$ cat config.mk
export PLATFORM = sky130hd
export DESIGN_NAME = down_divider
export DESIGN_NICKNAME = d
export VERILOG_FILES = /design/src/rtl/dd_pkg.sv /design/src/rtl/dd_clk_rise.sv /design/src/rtl/dd_step.sv /design/src/rtl/dd_zero_detect.sv /design/src/rtl/down_divider.sv
export SDC_FILE = /design/constraint.sdc
export NUM_CORES = 1
export LEC_CHECK = 0
export BUFFER_PORTS_ARGS = -buffer_cell sky130_fd_sc_hd__buf_2
export CORE_AREA = 2 2 39 41
export DETAILED_ROUTE_END_ITERATION = 10
export DIE_AREA = 0 0 41 43
export PLACE_DENSITY = 0.65
export SLEW_MARGIN = 20
export SYNTH_ARGS = -nofsm -noshare
export SYNTH_HDL_FRONTEND = slang
export SYNTH_SLANG_ARGS = --single-unit
$ cat constraint.sdc
create_clock -name clk -period 1.6 [get_ports clk]
set_input_delay 0.08 -clock clk [delete_from_list [all_inputs] [get_ports clk]]
set_output_delay 0.08 -clock clk [all_outputs]
set_load 0.1 [all_outputs]
$ cat src/rtl/dd_pkg.sv
package dd_pkg;

    // Control states of the divider
    typedef enum logic [1:0] {
        ST_CLEAR = 2'd0,
        ST_LOAD  = 2'd1,
        ST_RUN   = 2'd2,
        ST_HOLD  = 2'd3
    } dd_state_e;

endpackage

$ cat src/rtl/dd_clk_rise.sv
// Detects rising edges of the sampled count clock; the first cycle after
// reset is used only to capture a reference level.
module dd_clk_rise (
    input  logic clk,
    input  logic rst,
    input  logic lvl_in,
    output logic rise
);
    logic lvl_prev;
    logic primed;

    always_ff @(posedge clk or posedge rst) begin
        if (rst) begin
            lvl_prev <= 1'b0;
            primed   <= 1'b0;
        end else begin
            lvl_prev <= lvl_in;
            primed   <= 1'b1;
        end
    end

    assign rise = primed & lvl_in & ~lvl_prev;
endmodule

$ cat src/rtl/dd_step.sv
// Next-lower count value with the wrap chosen by the counting variant.
module dd_step #(
    parameter int CNT_W    = 4,
    parameter bit BCD_MODE = 1'b1
) (
    input  logic [CNT_W-1:0] cur,
    output logic [CNT_W-1:0] nxt
);
    generate
        if (BCD_MODE) begin : g_decade
            localparam logic [CNT_W-1:0] TOP = CNT_W'(9);
            assign nxt = (cur == '0) ? TOP : cur - 1'b1;
        end else begin : g_binary
            assign nxt = cur - 1'b1;
        end
    endgenerate
endmodule

$ cat src/rtl/dd_zero_detect.sv
// Decoded zero flag, gated by the cascade input.
module dd_zero_detect #(
    parameter int CNT_W = 4
) (
    input  logic [CNT_W-1:0] cnt,
    input  logic             casc,
    output logic             zero
);
    assign zero = casc & (cnt == '0);
endmodule

$ cat src/rtl/down_divider.sv
module down_divider
    import dd_pkg::*;
#(
    parameter int CNT_W    = 4,
    parameter bit BCD_MODE = 1'b1
) (
    input  logic             clk,
    input  logic             rst,
    input  logic             cnt_clk,
    input  logic             cnt_inh,
    input  logic             load_en,
    input  logic [CNT_W-1:0] load_val,
    input  logic             casc_in,
    output logic [CNT_W-1:0] count_q,
    output logic             zero_o
);
    dd_state_e        st_q;
    dd_state_e        st_d;
    logic             clk_rise;
    logic             step_now;
    logic [CNT_W-1:0] cnt_r;
    logic [CNT_W-1:0] cnt_dec;
    logic [CNT_W-1:0] cnt_nxt;

    dd_clk_rise u_rise (
        .clk    (clk),
        .rst    (rst),
        .lvl_in (cnt_clk),
        .rise   (clk_rise)
    );

    dd_step #(.CNT_W(CNT_W), .BCD_MODE(BCD_MODE)) u_step (
        .cur (cnt_r),
        .nxt (cnt_dec)
    );

    dd_zero_detect #(.CNT_W(CNT_W)) u_zero (
        .cnt  (cnt_r),
        .casc (casc_in),
        .zero (zero_o)
    );

    // Transitions: load, block, release (same priority from every state)
    always_comb begin
        if (load_en)      st_d = ST_LOAD;
        else if (cnt_inh) st_d = ST_HOLD;
        else              st_d = ST_RUN;
    end

    // State register
    always_ff @(posedge clk or posedge rst) begin
        if (rst) st_q <= ST_CLEAR;
        else     st_q <= st_d;
    end

    // Count action for the state being entered
    always_comb begin
        step_now = 1'b0;
        cnt_nxt  = cnt_r;
        unique case (st_d)
            ST_CLEAR: cnt_nxt = '0;
            ST_LOAD:  cnt_nxt = load_val;
            ST_HOLD:  cnt_nxt = cnt_r;
            ST_RUN: begin
                // clock rise with inhibit low, or inhibit release with clock high
                step_now = clk_rise | ((st_q == ST_HOLD) & cnt_clk);
                cnt_nxt  = step_now ? cnt_dec : cnt_r;
            end
        endcase
    end

    always_ff @(posedge clk or posedge rst) begin
        if (rst) cnt_r <= '0;
        else     cnt_r <= cnt_nxt;
    end

    assign count_q = cnt_r;
endmodule

==> reports/qor.txt, run 1 <==
Status -> finished with violations
Failing checks -> negative setup slack
P_int -> 0.3714 mW
Area leader, netlist -> dfrtp_1
Nets@finish -> 68
Reg-to-Reg End -> count_q[3]
Synth Flop Type -> dfrtp_1
Worst-path clk slew -> 0.06 ns
Pin count of the biggest net entering global routing -> 11
Final worst clock skew -> 0.009713 ns
Initial antenna violation count -> 0
Number of antenna diodes -> 0
Placed Area -> 523.0 µm²
Placement Setup Slack -> 0.1805 ns
Post-DP HPWL -> 534.1 µm
Yosys top cell area share -> 0.4893
Worst R2R Setup Slack -> 0.07 ns
First-pass GRT wire length -> 1214 µm
CP endpoint kind -> primary output
Clk_lat worst skew -> 0.26 ns
Global placement routability congestion -> 0.6668
Antenna-violating nets left -> 0
Gr usage total -> 0.1101
Drt wl/cell -> 10.08 µm
First DRT Iteration DRCs -> 2
P per Cell Area -> 1006 nW/µm²
Synth warn -> 0
Vias in the first global route -> 319
Final setup vio count -> 1
Area Growth Syn to Fin -> 42.81%
Via Count -> 309
Root Buffer -> clkbuf_4
Die width -> 41 µm
Clk sinks -> 8
Hold path endpoint -> count_q[3]
Start of the worst register-to-register path -> count_q[1]
Final WL -> 736 µm
CTS H-tree lvls -> 1
WHS Path Cells -> 3
Synthesized Nets -> 46
Final instance area -> 584.3 µm²
Most common cell in the netlist -> dfrtp_1
Netlist cell types -> 19
Fin. max-slew vios -> 0
Core area -> 1384 µm²
Number of CTS-inserted buffers -> 3
Clock power frac -> 0.285
Layout cells sized above 1 -> 0.4912
TritonCTS clock tree -> done
IO Port Bufs -> 14
Hold/Removal Path Class -> primary input to flop
Worst Setup SP -> count_q[1]
Final std cells w/o fill -> 73
Crit path DAT -> 1.55 ns
Main area contributors after synthesis -> dfrtp_1, nand2b_4, a211oi_4
Upper clock frequency limit -> 613.7 MHz
DRC -> 0
Leakage -> 0.2618 nW
Post-Syn Area per Cell -> 11.37 µm²
DIE AREA -> 1763 µm²
RSZ-0062 raised after global routing -> true
I/O pins -> 15
Die height -> 43 µm
Vias per cell -> 4.233
CTS resizes -> 0
Power Total -> 0.5879 mW
Comb pwr share -> 0.311
Initial Utilization -> 0.2957
Row cnt -> 14
Crit Path Max Fanout -> 2
Post-synth EDFFs -> 0
Peak VDD IR -> 0.0003121 V
Number of synthesized register bits -> 8
DR pass1 iterations -> 3
Worst R2R Path Depth -> 5
Async set-reset flop share out of synthesis -> 1.000
Syn Std Cell Area -> 409.1 µm²
Setup WS post-layout -> -0.02959 ns
Final Cycle Share -> 1.018
Sw power -> 0.2165 mW
Commonest cells post-synth -> dfrtp_1, inv_1, nand2_1, o21ai_1
Seq pwr share -> 0.405
Critical path type -> flop to primary output
Final hold slack -> 0.03208 ns
Switching Share -> 0.3682
Hold path start -> load_val[3]
Placed cell count -> 65
Final Hold Fails -> 0
Grt ovf -> 0
CTS Buffer Depth -> 2
Register area share after synthesis -> 0.4893
# Max-Cap Violations -> 0
Data required, critical path -> 1.52 ns
Element type at the critical path start -> flop
Mapped Cells -> 36
Min Tclk post-route -> 1.630 ns
## timing repair
| action | in CTS | in global routing |
|---|---|---|
| endpoints found under the setup margin | 1 | 2 |
| hold buffers | 2 | 0 |
| pin swaps | 2 | 1 |
| setup buffers | 2 | 0 |
| endpoints found under the hold margin | 9 | 0 |
## flip-flops by register name (all words and copies together), names as in the netlist
signal,cells
u_rise.lvl_prev,1
st_q,2
count_q,4
u_rise.primed,1
## worst max-delay path, stage by stage, from the launching register on
cell and delay, ns:
dfrtp_4 0.47, or3_4 0.41, nor3b_4 0.22, buf_12 0.20
## placed cells by master, fill, tap and decap left out
cell type,count
buf_2,13
dfrtp_1,5
nand2_1,3
o21ai_1,3
inv_1,3
clkbuf_4,3
nand2b_4,2
xnor2_1,2
a21oi_1,2
nor2_1,2
dfrtp_4,2
dlygate4sd3_1,2
buf_4,2
nand2_4,1
or3_4,1
a211oi_4,1
a2111o_1,1
a221oi_1,1
or2_1,1
nor3b_4,1
a211oi_1,1
mux2i_1,1
clkbuf_1,1
dfrtp_2,1
buf_12,1
conb_1,1
## power groups by stage
| stage | Combinational, mW | Sequential [mW] | Clock, mW |
|---|---|---|---|
| after floorplan | 0.0588 | 0.322 | 0 |
| after global placement | 0.170 | 0.244 | 0 |
| after detailed placement | 0.170 | 0.244 | 0 |
| after CTS | 0.184 | 0.238 | 0.178 |
| after global routing | 0.194 | 0.241 | 0.190 |
| final | 0.183 | 0.238 | 0.167 |
## how the worst max path moves through the flow
stage	depth (start not counted)	endpoint
global placement	4	count_q[3]
floorplan	2	zero_o
global route	3	zero_o
finish	3	zero_o
CTS	3	zero_o
detailed placement	4	count_q[3]
## area by class of cell
cell class,instances,area [µm²]
fillers,135,799.5
flip-flops and latches,8,209.0
multi-input cells,24,197.7
repair buffers,18,120.1
clock buffers,4,26.28
well taps,16,20.02
inverters,3,11.26
## per-stage QoR
stage | setup TNS (ns) | utilization
6_report | -0.02959 | 0.4222
5_1_grt | -0.07994 | 0.4222
4_1_cts | -0.05968 | 0.4222
3_5_place_dp | 0 | 0.3779
3_3_place_gp | 0 | 0.3779
2_1_floorplan | -0.3945 | -
## cell families (layout without fill, tap and decap cells)
group	after synthesis	count (layout)	synth area share
and+or+nand+nor	11	11	0.2019
AOI/OAI and AO/OA	9	9	0.1774
DFF	8	8	0.4893
buffers and inverters	4	25	0.05504
xor gates and xnor gates	2	2	0.04282
other	1	1	0.009166
muxes	1	1	0.02447
## per-layer routing
| layer | GRT usage | wire length [µm] | up-vias |
|---|---|---|---|
| met2 | 0.1563 | 363 | 9 |
| li1 | - | - | 162 |
| met4 | 0.1000 | 14 | 0 |
| met5 | 0 | 0 | - |
| met1 | 0.1148 | 313 | 136 |
| met3 | 0.04712 | 44 | 2 |
Power figures use the tool's default switching activity.
==> run 2, diff against run 1 <==
--- a/config.mk
+++ b/config.mk
@@ -9,6 +9,7 @@
 export CORE_AREA = 2 2 39 41
 export DETAILED_ROUTE_END_ITERATION = 10
 export DIE_AREA = 0 0 41 43
+export HOLD_SLACK_MARGIN = 0.12
 export PLACE_DENSITY = 0.65
 export SLEW_MARGIN = 20
 export SYNTH_ARGS = -nofsm -noshare
==> constraint.sdc (replaced) <==
create_clock -name clk -period 2 [get_ports clk]
set_input_delay 0.1 -clock clk [delete_from_list [all_inputs] [get_ports clk]]
set_output_delay 0.1 -clock clk [all_outputs]
set_load 0.1 [all_outputs]
==> reports/qor.txt, run 2 (synthesized netlist as in run 1, its figures left out) <==
IO Port Bufs -> 14
Via Count -> 340
# Max-Cap Violations -> 0
Global placement routability congestion -> 0.6899
Row cnt -> 14
Gr usage total -> 0.1132
Layout cells sized above 1 -> 0.4262
Nets@finish -> 72
Die width -> 41 µm
Element type at the critical path start -> flop
Vias in the first global route -> 342
RSZ-0062 raised after global routing -> false
Crit path DAT -> 1.77 ns
Root Buffer -> clkbuf_4
CP endpoint kind -> primary output
Clk_lat worst skew -> 0.26 ns
First DRT Iteration DRCs -> 3
DIE AREA -> 1763 µm²
TritonCTS clock tree -> done
Fin. max-slew vios -> 0
Leakage -> 0.2748 nW
Final hold slack -> 0.3279 ns
Status -> completed
P per Cell Area -> 766.8 nW/µm²
Number of CTS-inserted buffers -> 3
Antenna-violating nets left -> 0
Number of antenna diodes -> 0
Final Hold Fails -> 0
Setup WS post-layout -> 0.1320 ns
DR pass1 iterations -> 4
Area Growth Syn to Fin -> 50.15%
Reg-to-Reg End -> count_q[3]
CTS H-tree lvls -> 1
Peak VDD IR -> 0.0002343 V
Final Cycle Share -> 0.9340
Drt wl/cell -> 10.23 µm
Crit Path Max Fanout -> 4
DRC -> 0
Max FFs per register -> 4
Critical path type -> flop to primary output
Worst R2R Path Depth -> 4
Worst R2R Setup Slack -> 0.56 ns
Start of the worst register-to-register path -> count_q[2]
Clk sinks -> 8
Post-DP HPWL -> 555.2 µm
Most frequent cells in the layout -> buf_2, dlygate4sd3_1, dfrtp_1
Pin count of the biggest net entering global routing -> 11
CTS Buffer Depth -> 2
CTS resizes -> 0
Final setup vio count -> 0
I/O pins -> 15
Worst Setup SP -> count_q[2]
Hold/Removal Path Class -> primary input to asynchronous set/reset pin
Placement Setup Slack -> 0.4040 ns
Final worst clock skew -> 0.009694 ns
Initial Utilization -> 0.2957
Vias per cell -> 4.416
First-pass GRT wire length -> 1269 µm
Worst-path clk slew -> 0.06 ns
Grt ovf -> 0
Upper clock frequency limit -> 535.3 MHz
CP endpoint -> zero_o
Commonest non-fill, non-tap cell in the layout -> buf_2
Die height -> 43 µm
Min Tclk post-route -> 1.868 ns
Final WL -> 788 µm
Core area -> 1384 µm²
Data required, critical path -> 1.90 ns
Initial antenna violation count -> 0
-- run 2: changes by cell type in the layout (fill, tap and decap cells not counted) --
cell / before / now
dlygate4sd3_1: 2 / 8
buf_4: 2 / 0
buf_12: 1 / 0
buf_2: 13 / 14
-- run 2: power breakdown --
| group | switching [mW] | internal, mW |
|---|---|---|
| Clock | 0.0573 | 0.0765 |
| Combinational | 0.102 | 0.0434 |
| Sequential | 0.0142 | 0.178 |
-- run 2: stage by stage --
step | instances | total power, mW | utilization | instance area, µm² | setup TNS [ns]
after CTS | 77 | 0.4779 | 0.4439 | 614.3 | 0
after detailed placement | 65 | 0.3291 | 0.3671 | 508.0 | 0
after global routing | 77 | 0.4979 | 0.4439 | 614.3 | 0
after floorplan | 36 | 0.3046 | - | 429.2 | -0.01445
final | 77 | 0.4711 | 0.4439 | 614.3 | 0
after global placement | 65 | 0.3274 | 0.3671 | 508.0 | 0
-- run 2: worst max-delay path: stages, from the launching register on --
cell and delay (ns):
dfrtp_4 0.48, or3_4 0.42, nor3b_4 0.16, buf_2 0.44
-- run 2: area by class of cell --
type	count	area (µm²)
flip-flops and latches	8	209.0
fillers	138	769.5
clock buffers	4	26.28
repair buffers	22	150.1
well taps	16	20.02
multi-input cells	24	197.7
inverters	3	11.26
-- run 2: what timing repair did --
item | in CTS | in global routing
endpoints found under the hold margin | 15 | 0
buffers inserted | 0 | 0
hold buffers | 8 | 0
-- run 2: worst min path at each step --
| stage | start | end | slack [ns] | cells after the start |
|---|---|---|---|---|
| 5_1_grt | rst | count_q[3] | 0.38 | 3 |
| 2_1_floorplan | rst | count_q[3] | -0.08 | 1 |
| 6_report | rst | count_q[1] | 0.33 | 3 |
| 3_5_place_dp | rst | u_rise.lvl_prev | 0.07 | 2 |
| 4_1_cts | rst | count_q[3] | 0.33 | 3 |
| 3_3_place_gp | rst | u_rise.primed | 0.06 | 2 |
-- run 2: layer usage --
| layer | track usage | vias to the layer above | part of all wire |
|---|---|---|---|
| met5 | 0 | - | 0 |
| met4 | 0.1000 | 0 | 0.025 |
| met3 | 0.03141 | 4 | 0.066 |
| met2 | 0.1813 | 17 | 0.49 |
| met1 | 0.1086 | 151 | 0.41 |
| li1 | - | 168 | - |
==> run 3, diff against run 2 <==
--- a/config.mk
+++ b/config.mk
@@ -10,8 +10,9 @@
 export DETAILED_ROUTE_END_ITERATION = 10
 export DIE_AREA = 0 0 41 43
 export HOLD_SLACK_MARGIN = 0.12
-export PLACE_DENSITY = 0.65
+export PLACE_DENSITY = 0.68
 export SLEW_MARGIN = 20
 export SYNTH_ARGS = -nofsm -noshare
 export SYNTH_HDL_FRONTEND = slang
+export SYNTH_HIERARCHICAL = 1
 export SYNTH_SLANG_ARGS = --single-unit
==> reports/qor.txt, run 3 <==
Final WL -> 820 µm
Status -> completed
Mapped Cells -> 37
Multi-input logic area -> 241.5 µm²
Hold path endpoint -> st_q[0]
Crit path cell chain -> nand2b_4 > nor4_4 > buf_2
Netlist cell types -> 18
Row cnt -> 14
Fillers -> 126
Vias in the first global route -> 269
Post-synth EDFFs -> 0
Crit Path Max Fanout -> 8
Worst-path clk slew -> 0.06 ns
DR pass1 iterations -> 4
Commonest non-fill, non-tap cell in the layout -> buf_2
Max FFs per register -> 4
Upper clock frequency limit -> 595.1 MHz
Most common cell in the netlist -> dfrtp_1
Yosys top cell area share -> 0.4507
Number of CTS-inserted buffers -> 3
Synth warn -> 6
Synthesized Nets -> 47
Drt wl/cell -> 11.08 µm
Leakage -> 0.2982 nW
Peak VDD IR -> 0.0003943 V
Post-CTS setup buffer count -> 0
Crit path DAT -> 1.58 ns
Final setup vio count -> 0
Die height -> 43 µm
Top delay family on crit path -> flip-flops
Grt ovf -> 0
Placement Setup Slack -> 0.6057 ns
Hold-fix buffer count after cts -> 3
Initial antenna violation count -> 0
# Max-Cap Violations -> 0
Main area contributors after synthesis -> dfrtp_1, mux2_4, a22o_1
Final worst clock skew -> 0.01150 ns
Global placement routability congestion -> 0.7190
Data required, critical path -> 1.90 ns
Start of the worst register-to-register path -> count_q[0]
Most frequent cells in the layout -> buf_2, inv_1, a22o_1, mux2_4, dfrtp_1
Hold path start -> load_en
Core area -> 1384 µm²
DR WL met3 -> 41 µm
TritonCTS clock tree -> done
Post-Syn Area per Cell -> 12.00 µm²
Pin count of the biggest net entering global routing -> 9
Syn Std Cell Area -> 444.2 µm²
DRC -> 0
Final Cycle Share -> 0.8402
Slowest cell on crit path -> dfrtp_4
Storage cell area -> 207.7 µm²
CP max stage delay -> 0.51 ns
Min Tclk post-route -> 1.680 ns
Area leader, netlist -> dfrtp_1
CTS H-tree lvls -> 1
Worst R2R Setup Slack -> 0.60 ns
Area Growth Syn to Fin -> 38.31%
WHS Path Cells -> 3
Reg-to-Reg End -> count_q[2]
Die width -> 41 µm
Vias per cell -> 4.297
Setup TNS -> 0 ns
Critical path type -> flop to primary output
Nets@finish -> 69
CTS Buffer Depth -> 2
Hold/Removal Path Class -> primary input to flop
Crit path buf inv count -> 1
Layout cells sized above 1 -> 0.5862
First DRT Iteration DRCs -> 9
WL met2 -> 338 µm
Via Count -> 318
Root Buffer -> clkbuf_4
DIE AREA -> 1763 µm²
Number of antenna diodes -> 0
Post-DP HPWL -> 638.1 µm
Async set-reset flop share out of synthesis -> 1.000
Worst R2R Path Depth -> 4
First-pass GRT wire length -> 1276 µm
Initial Utilization -> 0.3210
Clk sinks -> 8
Commonest cells post-synth -> dfrtp_1, inv_1, a22o_1, mux2_4
Fin. max-slew vios -> 0
Final Hold Fails -> 0
Number of synthesized register bits -> 8
M1 wire length -> 390 µm
RSZ-0062 raised after global routing -> false
CTS resizes -> 0
DR top layer -> met4
CP endpoint kind -> primary output
Setup WS post-layout -> 0.3196 ns
P per Cell Area -> 960.3 nW/µm²
Antenna-violating nets left -> 0
Worst Setup SP -> count_q[0]
I/O pins -> 15
Clk_lat worst skew -> 0.26 ns
Synth Flop Type -> dfrtp_1
Register area share after synthesis -> 0.4507
Gr usage total -> 0.1226
Element type at the critical path start -> flop
IO Port Bufs -> 14
==> run 3: cell count changes in the layout (fill, tap and decap cells not counted), moves of 3 or more <==
cell / delta
mux2_4: +4
o21ai_1: -3
a22o_1: +4
dlygate4sd3_1: -5
==> run 3: how the worst max path moves through the flow <==
stage / end / slack [ns] / depth (start not counted)
after global routing: zero_o / 0.24 / 3
after CTS: zero_o / 0.31 / 3
after detailed placement: zero_o / 0.61 / 3
after floorplan: zero_o / 0.04 / 2
after global placement: zero_o / 0.61 / 3
final: zero_o / 0.32 / 3
==> run 3: logic make-up (layout without fill, tap and decap cells) <==
| family | count (synthesis) | count (layout) | synth area share |
|---|---|---|---|
| AO/OA/AOI/OAI | 9 | 9 | 0.1944 |
| AND/OR/NAND/NOR | 9 | 9 | 0.1493 |
| flip-flops | 8 | 8 | 0.4507 |
| buffers and inverters | 5 | 26 | 0.04226 |
| multiplexers | 4 | 4 | 0.1352 |
| other | 1 | 1 | 0.008443 |
| XOR/XNOR | 1 | 1 | 0.01972 |
==> run 3: worst register-to-register path, stage by stage, from the launching register on <==
cell     delay, ns
dfrtp_4       0.51
o21ai_0       0.24
o21ai_2       0.08
a22o_1        0.21
mux2_4        0.25
==> run 3: layer usage <==
metal,vias up,GRT usage
met2,12,0.1250
met5,-,0
met1,133,0.1689
li1,169,-
met3,4,0.03141
met4,0,0.1600
==> run 3: layout make-up <==
cell class | count | share of cell area
clock buffers | 4 | 0.04277
inverters | 5 | 0.03055
multi-input cells | 24 | 0.3931
flip-flops and latches | 8 | 0.3381
well taps | 16 | 0.03259
repair buffers | 17 | 0.1629
==> run 3: report_power, final <==
group	switching (mW)	internal (mW)
Sequential	0.0318	0.183
Clock	0.0579	0.0765
Combinational	0.163	0.0773
Total	0.253	0.337
==> run 3: metrics by stage <==
stage / power, mW / util / area [µm²] / hold slack, ns / instances
4_1_cts: 0.5972 / 0.4439 / 614.3 / 0.1248 / 74
2_1_floorplan: 0.4116 / - / 467.9 / -0.1588 / 37
3_5_place_dp: 0.4557 / 0.4033 / 558.0 / -0.03319 / 67
6_report: 0.5900 / 0.4439 / 614.3 / 0.1250 / 74
3_3_place_gp: 0.4537 / 0.4033 / 558.0 / -0.04129 / 67
5_1_grt: 0.6217 / 0.4439 / 614.3 / 0.1412 / 74
